File: config.mk
export PLATFORM = sky130hd
export DESIGN_NAME = sbb_sync
export DESIGN_NICKNAME = d
export VERILOG_FILES = /design/src/rtl/sbb_sync_pkg.sv /design/src/rtl/sbb_sync_cmp.sv /design/src/rtl/sbb_bit_step.sv /design/src/rtl/sbb_sync.sv
export SDC_FILE = /design/constraint.sdc
export NUM_CORES = 1
export LEC_CHECK = 0
export BUFFER_PORTS_ARGS = -buffer_cell sky130_fd_sc_hd__buf_4
export CAP_MARGIN = 20
export CORE_MARGIN = 10
export CORE_UTILIZATION = 60
export CTS_CLUSTER_DIAMETER = 80
export DETAILED_ROUTE_END_ITERATION = 10
export PLACE_DENSITY_LB_ADDON = 0.2
export SKIP_LAST_GASP = 1
export SYNTH_ARGS = -nofsm -noshare
export SYNTH_HDL_FRONTEND = slang
export SYNTH_HIERARCHICAL = 1
export SYNTH_SLANG_ARGS = --single-unit
File: constraint.sdc
create_clock -name clk -period 3.3 [get_ports clk]
set_clock_uncertainty 0.05 [all_clocks]
set_input_delay 0.165 -clock clk [delete_from_list [all_inputs] [get_ports clk]]
set_output_delay 0.165 -clock clk [all_outputs]
set_load 0.02 [all_outputs]
File: src/rtl/sbb_sync_pkg.sv
package sbb_sync_pkg;
    localparam int unsigned DEF_SYM_W    = 2;
    localparam int unsigned DEF_BYTE_W   = 8;
    localparam int unsigned DEF_BLK_LEN  = 204;
    localparam int unsigned DEF_LOCK_MAX = 6;
    localparam int unsigned DEF_SYNC_A   = 32'h47;
    localparam int unsigned DEF_SYNC_B   = 32'hB8;
endpackage

File: src/rtl/sbb_sync_cmp.sv
module sbb_sync_cmp #(
    parameter int unsigned BYTE_W = 8,
    parameter int unsigned SYNC_A = 32'h47,
    parameter int unsigned SYNC_B = 32'hB8
) (
    input  logic [BYTE_W-1:0] win_i,
    output logic              hit_o
);
    assign hit_o = (win_i == BYTE_W'(SYNC_A)) || (win_i == BYTE_W'(SYNC_B));
endmodule

File: src/rtl/sbb_bit_step.sv
module sbb_bit_step #(
    parameter int unsigned BYTE_W   = 8,
    parameter int unsigned BLK_LEN  = 204,
    parameter int unsigned LOCK_MAX = 6,
    parameter int unsigned SYNC_A   = 32'h47,
    parameter int unsigned SYNC_B   = 32'hB8,
    parameter int unsigned CNT_W    = $clog2(BYTE_W),
    parameter int unsigned POS_W    = $clog2(BLK_LEN),
    parameter int unsigned LVL_W    = $clog2(LOCK_MAX + 1)
) (
    input  logic              en_i,
    input  logic              bit_i,
    input  logic [BYTE_W-1:0] hist_i,
    input  logic [CNT_W-1:0]  cnt_i,
    input  logic [POS_W-1:0]  pos_i,
    input  logic [LVL_W-1:0]  lvl_i,
    output logic [BYTE_W-1:0] hist_o,
    output logic [CNT_W-1:0]  cnt_o,
    output logic [POS_W-1:0]  pos_o,
    output logic [LVL_W-1:0]  lvl_o,
    output logic              emit_o,
    output logic              sob_o
);
    localparam logic [LVL_W-1:0] LVL_TOP  = LVL_W'(LOCK_MAX);
    localparam logic [CNT_W-1:0] CNT_LAST = CNT_W'(BYTE_W - 1);
    localparam logic [POS_W-1:0] POS_LAST = POS_W'(BLK_LEN - 1);

    logic [BYTE_W-1:0] hist_n;
    logic              hit;
    logic              last;

    assign hist_n = {hist_i[BYTE_W-2:0], bit_i};

    sbb_sync_cmp #(
        .BYTE_W (BYTE_W),
        .SYNC_A (SYNC_A),
        .SYNC_B (SYNC_B)
    ) cmp_i (
        .win_i (hist_n),
        .hit_o (hit)
    );

    always_comb begin
        hist_o = hist_i;
        cnt_o  = cnt_i;
        pos_o  = pos_i;
        lvl_o  = lvl_i;
        emit_o = 1'b0;
        sob_o  = 1'b0;
        last   = (cnt_i == CNT_LAST);
        if (en_i) begin
            hist_o = hist_n;
            if (lvl_i == '0) begin
                // hunting: every bit position is a candidate byte end
                if (hit) begin
                    lvl_o = LVL_W'(1);
                    cnt_o = '0;
                    pos_o = POS_W'(1);
                end
            end else begin
                cnt_o = last ? '0 : cnt_i + 1'b1;
                if (last) begin
                    emit_o = 1'b1;
                    pos_o  = (pos_i == POS_LAST) ? '0 : pos_i + 1'b1;
                    if (pos_i == '0) begin
                        if (hit) begin
                            lvl_o = (lvl_i == LVL_TOP) ? lvl_i : lvl_i + 1'b1;
                            sob_o = (lvl_i >= LVL_TOP - 1'b1);
                        end else begin
                            lvl_o = (lvl_i == LVL_TOP) ? lvl_i - 1'b1 : '0;
                        end
                    end
                end
            end
        end
    end
endmodule

File: src/rtl/sbb_sync.sv
module sbb_sync #(
    parameter int unsigned SYM_W    = sbb_sync_pkg::DEF_SYM_W,
    parameter int unsigned BYTE_W   = sbb_sync_pkg::DEF_BYTE_W,
    parameter int unsigned BLK_LEN  = sbb_sync_pkg::DEF_BLK_LEN,
    parameter int unsigned LOCK_MAX = sbb_sync_pkg::DEF_LOCK_MAX,
    parameter int unsigned SYNC_A   = sbb_sync_pkg::DEF_SYNC_A,
    parameter int unsigned SYNC_B   = sbb_sync_pkg::DEF_SYNC_B
) (
    input  logic              clk,
    input  logic              rst,
    input  logic              sym_valid_i,
    input  logic [SYM_W-1:0]  sym_bits_i,
    output logic [BYTE_W-1:0] byte_o,
    output logic              byte_vld_o,
    output logic              blk_start_o,
    output logic              no_lock_o
);
    localparam int unsigned CNT_W = $clog2(BYTE_W);
    localparam int unsigned POS_W = $clog2(BLK_LEN);
    localparam int unsigned LVL_W = $clog2(LOCK_MAX + 1);

    typedef struct packed {
        logic [BYTE_W-1:0] hist;
        logic [CNT_W-1:0]  cnt;
        logic [POS_W-1:0]  pos;
        logic [LVL_W-1:0]  lvl;
        logic [BYTE_W-1:0] dat;
        logic              vld;
        logic              sob;
        logic              nosync;
    } st_t;

    st_t st_d, st_q;

    logic [SYM_W:0][BYTE_W-1:0] hist_c;
    logic [SYM_W:0][CNT_W-1:0]  cnt_c;
    logic [SYM_W:0][POS_W-1:0]  pos_c;
    logic [SYM_W:0][LVL_W-1:0]  lvl_c;
    logic [SYM_W-1:0]           emit_c;
    logic [SYM_W-1:0]           sob_c;

    assign hist_c[0] = st_q.hist;
    assign cnt_c[0]  = st_q.cnt;
    assign pos_c[0]  = st_q.pos;
    assign lvl_c[0]  = st_q.lvl;

    // one step per incoming bit, earliest bit (highest index) first
    for (genvar j = 0; j < SYM_W; j++) begin : g_step
        sbb_bit_step #(
            .BYTE_W   (BYTE_W),
            .BLK_LEN  (BLK_LEN),
            .LOCK_MAX (LOCK_MAX),
            .SYNC_A   (SYNC_A),
            .SYNC_B   (SYNC_B),
            .CNT_W    (CNT_W),
            .POS_W    (POS_W),
            .LVL_W    (LVL_W)
        ) step_i (
            .en_i   (sym_valid_i),
            .bit_i  (sym_bits_i[SYM_W-1-j]),
            .hist_i (hist_c[j]),
            .cnt_i  (cnt_c[j]),
            .pos_i  (pos_c[j]),
            .lvl_i  (lvl_c[j]),
            .hist_o (hist_c[j+1]),
            .cnt_o  (cnt_c[j+1]),
            .pos_o  (pos_c[j+1]),
            .lvl_o  (lvl_c[j+1]),
            .emit_o (emit_c[j]),
            .sob_o  (sob_c[j])
        );
    end

    always_comb begin
        st_d      = st_q;
        st_d.hist = hist_c[SYM_W];
        st_d.cnt  = cnt_c[SYM_W];
        st_d.pos  = pos_c[SYM_W];
        st_d.lvl  = lvl_c[SYM_W];
        st_d.vld  = 1'b0;
        st_d.sob  = 1'b0;
        for (int j = 0; j < SYM_W; j++) begin
            if (emit_c[j]) begin
                st_d.dat = hist_c[j+1];
                st_d.vld = 1'b1;
                st_d.sob = sob_c[j];
            end
        end
        st_d.nosync = (lvl_c[SYM_W] != LVL_W'(LOCK_MAX));
    end

    always_ff @(posedge clk) begin
        if (rst) begin
            st_q        <= '0;
            st_q.nosync <= 1'b1;
        end else begin
            st_q <= st_d;
        end
    end

    assign byte_o      = st_q.dat;
    assign byte_vld_o  = st_q.vld;
    assign blk_start_o = st_q.sob;
    assign no_lock_o   = st_q.nosync;
endmodule

==> metrics.txt, run 1 <==
status completed; Die W 85.8 um; final hold violation count 0; cts hold-fix bufs 0; global-route wire length before repair 10100 um; Final ANT Viol Nets 0; H-tree depth 2; GP Congestion roughly 0.93; Crit path arrival time 3.25 ns; fill count roughly 330; dpl ws -0.0721 ns; Total Wirelength 5930 um; Crit Path Class flop to flop; post-route cell area 2990 um^2; dpl cells roughly 380; initial antenna violation count 0; clk sinks 33; Pwr Total 0.838 mW; reg2reg setup slack 0.23 ns; VDD IR-drop max 0.306 mV; Final Cycle Share 0.929; leakage 1.21 nW; Setup Fix Bufs, Post-CTS 0; crit path to pos_c[4]; nets 358; Max transition margin 0.706; Synth Flop Type dfxtp_1; post-detail-place hpwl 4460 um; Critical Path Fanout Max 11; Via-to-Cell Ratio 6.06; largest net degree at the start of global routing 33; # IOs 16; Hold WC Path Type primary input to flop; Cell Pwr Density 281 nW/um^2; Critical Path RT 3.48 ns; Num CTS Buffers 5; Worst Setup SP cnt_c[0]; dpl cell area 2820 um^2; layout cells sized above 1 0.217; vias in the first global route 2256; Mapped Nets 333; number of vias in the routed layout 2338; Post-synth EDFFs 0; critical path endpoint category flop; Mapped Cells 310; Detailed Routing Iterations Pass 1 4; depth of the most critical reg-to-reg path 12; #FFs+latches synth 33; initial core utilization 0.636; synth warn 6; fin. max-slew vios 0; drt initial violations 117; CTS tree done; Syn-to-layout area delta 14.9%; antenna cells 0; DRC Markers 0; GRT Residual Overflow 0; CORE AREA 4090 um^2; Final setup viols 0; Synth Area per Inst about 8.4 um^2; Rows 23; die area ~7400 um^2; Reg-to-Reg Start cnt_c[0]; CP Launch Type flop; Worst-path clk slew ~0.07 ns; RR Endpoint pos_c[4]; minimum clock period just over 3 ns; mapped cell area approximately 2600 um^2; post-route insts no fill 386; later-pin clock latency in the skew report between 0.2 and 0.3 ns; Netlist cell types 50; Die Ht ~86 um; post-synthesis sequential area ratio 0.254; Fmax achieved between 300 and 400 MHz; Worst-Margin Slew 0.439 ns; CTS root buf clkbuf_8; asr flop ratio synth 0; input/output buffers 15; gr usage total 0.163; RSZ-0062 raised after global routing yes; setup slack after layout 0.234 ns; WL per Instance 15.4 um; max-cap violations 0; CTS Buffer Depth 2
==> sequential cells by signal, indices dropped and copies added, names as in the netlist <==
signal and count:
lvl_c 3, hist_c 8, blk_start_o 1, no_lock_o 1, cnt_c 3, pos_c 8, byte_o 8, byte_vld_o 1
==> synthesized netlist by cell type (7+ instances only) <==
| cell type | instances | area [um^2] |
|---|---|---|
| nand2_1 | 34 | 128 |
| a21oi_1 | 12 | 60.1 |
| nor2_1 | 11 | 41.3 |
| inv_1 | 15 | 56.3 |
| nor3_1 | 9 | 45.0 |
| o21ai_0 | 7 | 35.0 |
| a211oi_1 | 8 | 60.1 |
| dfxtp_1 | 33 | 661 |
| mux2i_1 | 8 | 80.1 |
| nand3_1 | 12 | 60.1 |
| ha_1 | 18 | 225 |
| and2b_1 | 8 | 60.1 |
| mux2_2 | 16 | 180 |
| a31oi_1 | 14 | 87.6 |
| nor2b_1 | 24 | 150 |
==> per-stage QoR <==
stage,TNS [ns],hold WS [ns],utilization
after floorplan,0,0.187,-
after global placement,0,0.491,0.689
after detailed placement,-0.0751,0.498,0.689
after CTS,0,0.198,0.718
after global routing,-0.0322,0.215,0.731
final,0,0.203,0.731
==> layer usage <==
| metal | wire length (um) | GRT usage | part of all wire |
|---|---|---|---|
| met5 | 0 | 0 | 0 |
| met2 | 2920 | 0.282 | 0.49 |
| met3 | 159 | 0.0331 | 0.027 |
| met4 | 78 | 0.0569 | 0.013 |
| met1 | 2770 | 0.194 | 0.47 |
==> worst min path at each step <==
stage | start | endpoint | cells after the start
3_3_place_gp | rst | byte_vld_o | 2
6_report | rst | byte_vld_o | 2
4_1_cts | rst | byte_vld_o | 2
3_5_place_dp | byte_o[1] | byte_o[1] | 2
5_1_grt | sym_bits_i[0] | hist_c[0] | 3
2_1_floorplan | rst | hist_c[3] | 1
==> cells by family after synthesis <==
kind of cell	synth area share
adder cells (fa/ha/maj)	0.0867
flip-flops	0.254
AO/OA/AOI/OAI	0.186
buffers and inverters	0.0597
multiplexers	0.100
XOR/XNOR	0.00674
AND/OR/NAND/NOR	0.307
==> cell usage in the layout, fill, tap and decap left out, drive strengths merged, types with 2 or more instances in the layout <==
master | netlist | final
a2111oi | 2 | 2
a211oi | 10 | 10
a21oi | 12 | 12
a22o | 4 | 4
a31oi | 14 | 14
a41oi | 4 | 4
and2 | 2 | 2
and2b | 8 | 8
and4 | 6 | 6
and4bb | 5 | 5
buf | 10 | 33
clkbuf | 5 | 7
dfxtp | 33 | 33
ha | 18 | 18
inv | 15 | 15
mux2 | 16 | 16
mux2i | 8 | 8
nand2 | 34 | 34
nand2b | 6 | 6
nand3 | 12 | 12
nand3b | 2 | 2
nand4 | 6 | 6
nor2 | 12 | 12
nor2b | 24 | 24
nor3 | 9 | 9
nor4b | 5 | 5
o21ai | 11 | 11
o22ai | 4 | 4
==> final cells by class <==
| cell class | instances | area, um^2 | share of cell area |
|---|---|---|---|
| Multi-Input combinational cell | 247 | 1840 | 0.617 |
| Sequential cell | 33 | 661 | 0.221 |
| Tap cell | 50 | 62.6 | 0.0210 |
| Clock inverter | 1 | 30.0 | 0.0101 |
| Inverter | 15 | 56.3 | 0.0189 |
| Timing Repair Buffer | 33 | 248 | 0.0830 |
| Clock buffer | 7 | 86.3 | 0.0289 |
==> worst max-delay path: stages (launching register included) <==
cell and delay, ns:
dfxtp_1 0.32, ha_1 0.20, ha_1 0.20, nor4b_4 0.15
a211oi_4 0.46, a41oi_1 0.17, a31oi_1 0.38, nor4b_4 0.13
a211oi_2 0.25, buf_4 0.20, or2b_1 0.23, a31oi_1 0.15
and2b_1 0.13
==> power by group <==
part / internal (mW) / switching (mW)
clock network: 0.246 / 0.140
logic: 0.0207 / 0.0258
registers: 0.402 / 0.00326
total: 0.669 / 0.169
==> timing repair <==
item,4_1_cts,5_1_grt
pin swaps,0,0
endpoints found under the setup margin,2,22
endpoints found under the hold margin,0,0
resized for setup,1,12
Power figures use the tool's default switching activity.
==> run 2: changes to the inputs <==
CORE_ASPECT_RATIO = 1.25   (was not set)
==> run 2 against run 1 <==
Compared with the run above: sequential share of layout area fell by 0.16 points; flip-flop and latch count unchanged; final area rose by 0.71%; sequential power is essentially flat; wire length increased by 3.0%; die area increased by 0.23%; largest power group unchanged; maximum frequency fell by 1.9%; critical path depth rose by 1; power is 10% lower; worst setup slack worse by 0.061 ns; hold slack gained 0.0046 ns; critical endpoint is now no_lock_o.
==> metrics.txt, run 2 (synthesis results as in run 1) <==
drt initial violations 104; Max transition margin 0.645; Num CTS Buffers 5; fin. max-slew vios 0; die area 7380 um^2; WL per Instance 15.5 um; most common cell after layout, fill and taps aside buf_4; minimum clock period 3.13 ns; Hold WC Path Type primary input to flop; final setup TNS 0 ns; Hold EP byte_vld_o; antenna cells 0; input/output buffers 15; dpl cells 387; layout cells sized above 1 0.225; Worst-Margin Slew 0.530 ns; fill count roughly 310; CTS root buf clkbuf_8; # IOs 16; Reg-to-Reg Start cnt_c[0]; post-route insts no fill 394; later-pin clock latency in the skew report 0.28 ns; CORE AREA 4130 um^2; vias in the first global route 2344; clk sinks 33; Cell Pwr Density 250 nW/um^2; Die Ht 93.6 um; Syn-to-layout area delta 15.7%; H-tree depth 2; Crit Path Class flop to flop; RR Endpoint no_lock_o; worst hold margin 0.208 ns; Critical Path RT 3.41 ns; critical path endpoint category flop; Via-to-Cell Ratio 6.02; Total Wirelength 6110 um; Rows 26; RSZ-0062 raised after global routing yes; Fmax achieved between 300 and 400 MHz; GP Congestion about 1; DRC Markers 0; initial antenna violation count 0; WHS Path Cells 2; CP max stage cell dfxtp_1; max-cap violations 0; GRT Residual Overflow 0; final hold violation count 0; gr usage total 0.169; Detailed Routing Iterations Pass 1 4; nets 361; leakage between 1 and 1.5 nW; Final ANT Viol Nets 0; CTS Buffer Depth 2; number of vias in the routed layout ~2.4k; delay-heaviest family, CP simple AND/OR/NAND/NOR gates; depth of the most critical reg-to-reg path 13; critical-path cell list ha_1 -> ha_2 -> nor4b_4 -> a211oi_2 -> buf_4 -> a31oi_1 -> a31oi_1 -> buf_4 -> nor4b_4 -> nand3_1 -> o41ai_1 -> nor2b_1 -> nand3b_1; status completed; hold path start rst; CTS tree done; Worst-path clk slew 0.06 ns; Crit path arrival time approximately 3.2 ns; Pwr Total around 0.75 mW; WP buf/inv 2; largest net degree at the start of global routing 33; reg2reg setup slack 0.17 ns; post-detail-place hpwl 4620 um; Final setup viols 0; global-route wire length before repair 10400 um; commonest cells after routing, fill and taps aside buf_4, nand2_1, dfxtp_1; initial core utilization 0.629; Final Cycle Share 0.947; Die W 78.9 um; Crit path largest cell delay about 0.35 ns; CP Launch Type flop; VDD IR-drop max 0.255 mV; Critical Path Fanout Max 11
[run 2: stage by stage]
stage	setup WS, ns	instance area, um^2	util
2_1_floorplan	0.259	2600	-
3_3_place_gp	0.0760	2850	0.689
3_5_place_dp	0.0261	2850	0.689
4_1_cts	0.00275	2930	0.710
5_1_grt	-0.0304	3010	0.728
6_report	0.173	3010	0.728
[run 2: worst max-delay path by stage]
stage | startpoint | end | depth (start not counted)
final | cnt_c[0] | no_lock_o | 13
after CTS | cnt_c[0] | no_lock_o | 12
after detailed placement | cnt_c[0] | no_lock_o | 13
after global placement | cnt_c[0] | no_lock_o | 13
after global routing | cnt_c[0] | no_lock_o | 13
after floorplan | lvl_c[0] | pos_c[5] | 16
[run 2: layout make-up]
cell class                 instances  area (um^2)  area share
multi-input combinational        247         1860       0.620
sequential                        33          661       0.220
timing repair buffer              36          270      0.0899
clock buffer                       7         86.3      0.0287
tap                               56         70.1      0.0233
inverter                          15         56.3      0.0187
[run 2: per-layer routing]
metal  global-route usage  vias to the layer above  routed length [um]
li1                     -                     1194                   -
met1                0.178                     1095                2460
met2                0.305                       71                3210
met3               0.0393                       12                 312
met4               0.0838                        0                 115
met5                    0                        -                   0
[run 2: repair_timing]
action / in CTS / in global routing
buffers inserted: 0 / 0
hold buffers: 0 / 0
setup endpoints to repair: 1 / 23
gates resized for setup: 1 / 14
hold endpoints to repair: 0 / 0
[run 2: power by group]
group	internal [mW]	switching [mW]
Sequential	0.402	0.00330
Clock	0.165	0.134
Combinational	0.0207	0.0256
[run 2: worst reg2reg max path, delay by kind of cell (launching register included)]
family                   cells  cell delay, ns
flip-flops                   1            0.35
AND/OR/NAND/NOR              5            1.13
AO/OA/AOI/OAI                4            0.67
adder cells (fa/ha/maj)      2            0.43
buffers and inverters        2            0.37
==> run 3: changes to the inputs <==
CORE_UTILIZATION = 40   (was 60)
==> run 3 against run 2 <==
Compared with the run above: combinational power down 0.9%; clock power grew 11%; critical path depth rose by 1; flip-flop and latch count did not move; non-clock buffer count grew 6; die area grew 37%; cell count increased by 9.1%; via count increased by 0.13%; final area rose by 1.9%; first-iteration DRC count shrank 42%; global-route usage decreased by 4.1 points; critical path type unchanged.
==> metrics.txt, run 3 (synthesis results as in run 1) <==
clk sinks 33; Final setup viols 0; drt initial violations 60; critical path endpoint category flop; Worst-Margin Slew 0.414 ns; CORE AREA 6250 um^2; # IOs 16; fin. max-slew vios 0; Die W 92.1 um; DRC Markers 0; Final ANT Viol Nets 0; WHS Path Cells 3; worst hold margin 0.205 ns; vias in the first global route 2323; RR Endpoint pos_c[5]; Final Cycle Share 0.946; commonest cells after routing, fill and taps aside buf_4, nand2_1, dfxtp_1; Cell Pwr Density 256 nW/um^2; status completed; crit path to pos_c[5]; largest net degree at the start of global routing 33; CTS tree done; nets 367; most common cell after layout, fill and taps aside buf_4; max-cap violations 0; minimum clock period 3.12 ns; Fmax achieved between 300 and 400 MHz; Pwr Total 0.785 mW; dpl cells approximately 420; number of vias in the routed layout 2375; Crit path arrival time roughly 3.2 ns; CTS Buffer Depth 2; initial core utilization 0.416; global-route wire length before repair approximately 11000 um; RSZ-0062 raised after global routing yes; Worst-path clk slew 0.07 ns; fill count 633; later-pin clock latency in the skew report 0.28 ns; input/output buffers 15; Rows 32; Reg-to-Reg Start lvl_c[0]; GRT Residual Overflow 0; post-route insts no fill 430; Detailed Routing Iterations Pass 1 4; layout cells sized above 1 0.229; Critical Path RT 3.41 ns; CTS root buf clkbuf_8; leakage 1.24 nW; dpl ws ~0.18 ns; antenna cells 0; Via-to-Cell Ratio roughly 5.5; Worst Setup SP lvl_c[0]; Num CTS Buffers 5; GP Congestion 0.846; WL per Instance 14.9 um; Crit Path Class flop to flop; depth of the most critical reg-to-reg path 14; post-detail-place hpwl 4810 um; H-tree depth 2; VDD IR-drop max 0.253 mV; Max transition margin 0.717; final hold violation count 0; cts hold-fix bufs 0; Critical Path Fanout Max 9; gr usage total 0.128; setup slack after layout 0.178 ns; Die Ht 110 um; Syn-to-layout area delta 17.9%; reg2reg setup slack 0.18 ns; die area slightly above 10000 um^2; Hold WC Path Type primary input to flop; Total Wirelength about 6400 um; CP Launch Type flop; initial antenna violation count 0
-- run 3: final cells by class --
type                            count  area (um^2)  area share
Multi-Input combinational cell    247         1820       0.595
Timing Repair Buffer               42          315       0.103
Sequential cell                    33          661       0.216
Clock buffer                        7         96.3      0.0314
Tap cell                           85          106      0.0347
Clock inverter                      1         5.00     0.00163
Inverter                           15         56.3      0.0184
-- run 3: how the worst min path moves through the flow --
stage	startpoint	end	slack (ns)
after detailed placement	sym_bits_i[0]	hist_c[0]	0.49
after floorplan	rst	hist_c[3]	0.19
final	sym_bits_i[0]	hist_c[0]	0.21
after global routing	rst	hist_c[5]	0.22
after CTS	sym_bits_i[0]	hist_c[0]	0.19
after global placement	sym_bits_i[0]	hist_c[0]	0.49
-- run 3: what timing repair did --
item,4_1_cts,5_1_grt
setup endpoints to repair,0,11
gates resized for setup,0,7
buffers inserted,0,0
hold endpoints to repair,0,0
-- run 3: layer usage --
layer  up-vias  wire length [um]  GRT usage
li1       1209                 -          -
met1      1121              2830      0.142
met2        37              3340      0.242
met3         8               148     0.0196
met4         0                82     0.0430
met5         -                 0          0
-- run 3: worst max-delay path, cell delays in order, from the launching register on --
cell and delay (ns):
dfxtp_1 0.32, inv_1 0.07, ha_1 0.20, nor2b_1 0.13
buf_4 0.18, a2111oi_0 0.34, a21oi_1 0.10, o22ai_2 0.33
ha_1 0.28, and4_1 0.26, a211oi_2 0.11, buf_4 0.19
a21o_1 0.15, a22o_1 0.16, nor2b_1 0.12
-- run 3: power by group --
| group | internal (mW) | switching [mW] |
|---|---|---|
| Combinational | 0.0206 | 0.0254 |
| Sequential | 0.402 | 0.00305 |
| Clock | 0.189 | 0.146 |
-- run 3: per-stage QoR --
stage / setup TNS, ns / utilization / cell area [um^2]
after global routing: -0.207 / 0.491 / 3060
after global placement: 0 / 0.469 / 2930
after floorplan: 0 / - / 2600
after CTS: 0 / 0.485 / 3030
after detailed placement: 0 / 0.469 / 2930
final: 0 / 0.491 / 3060
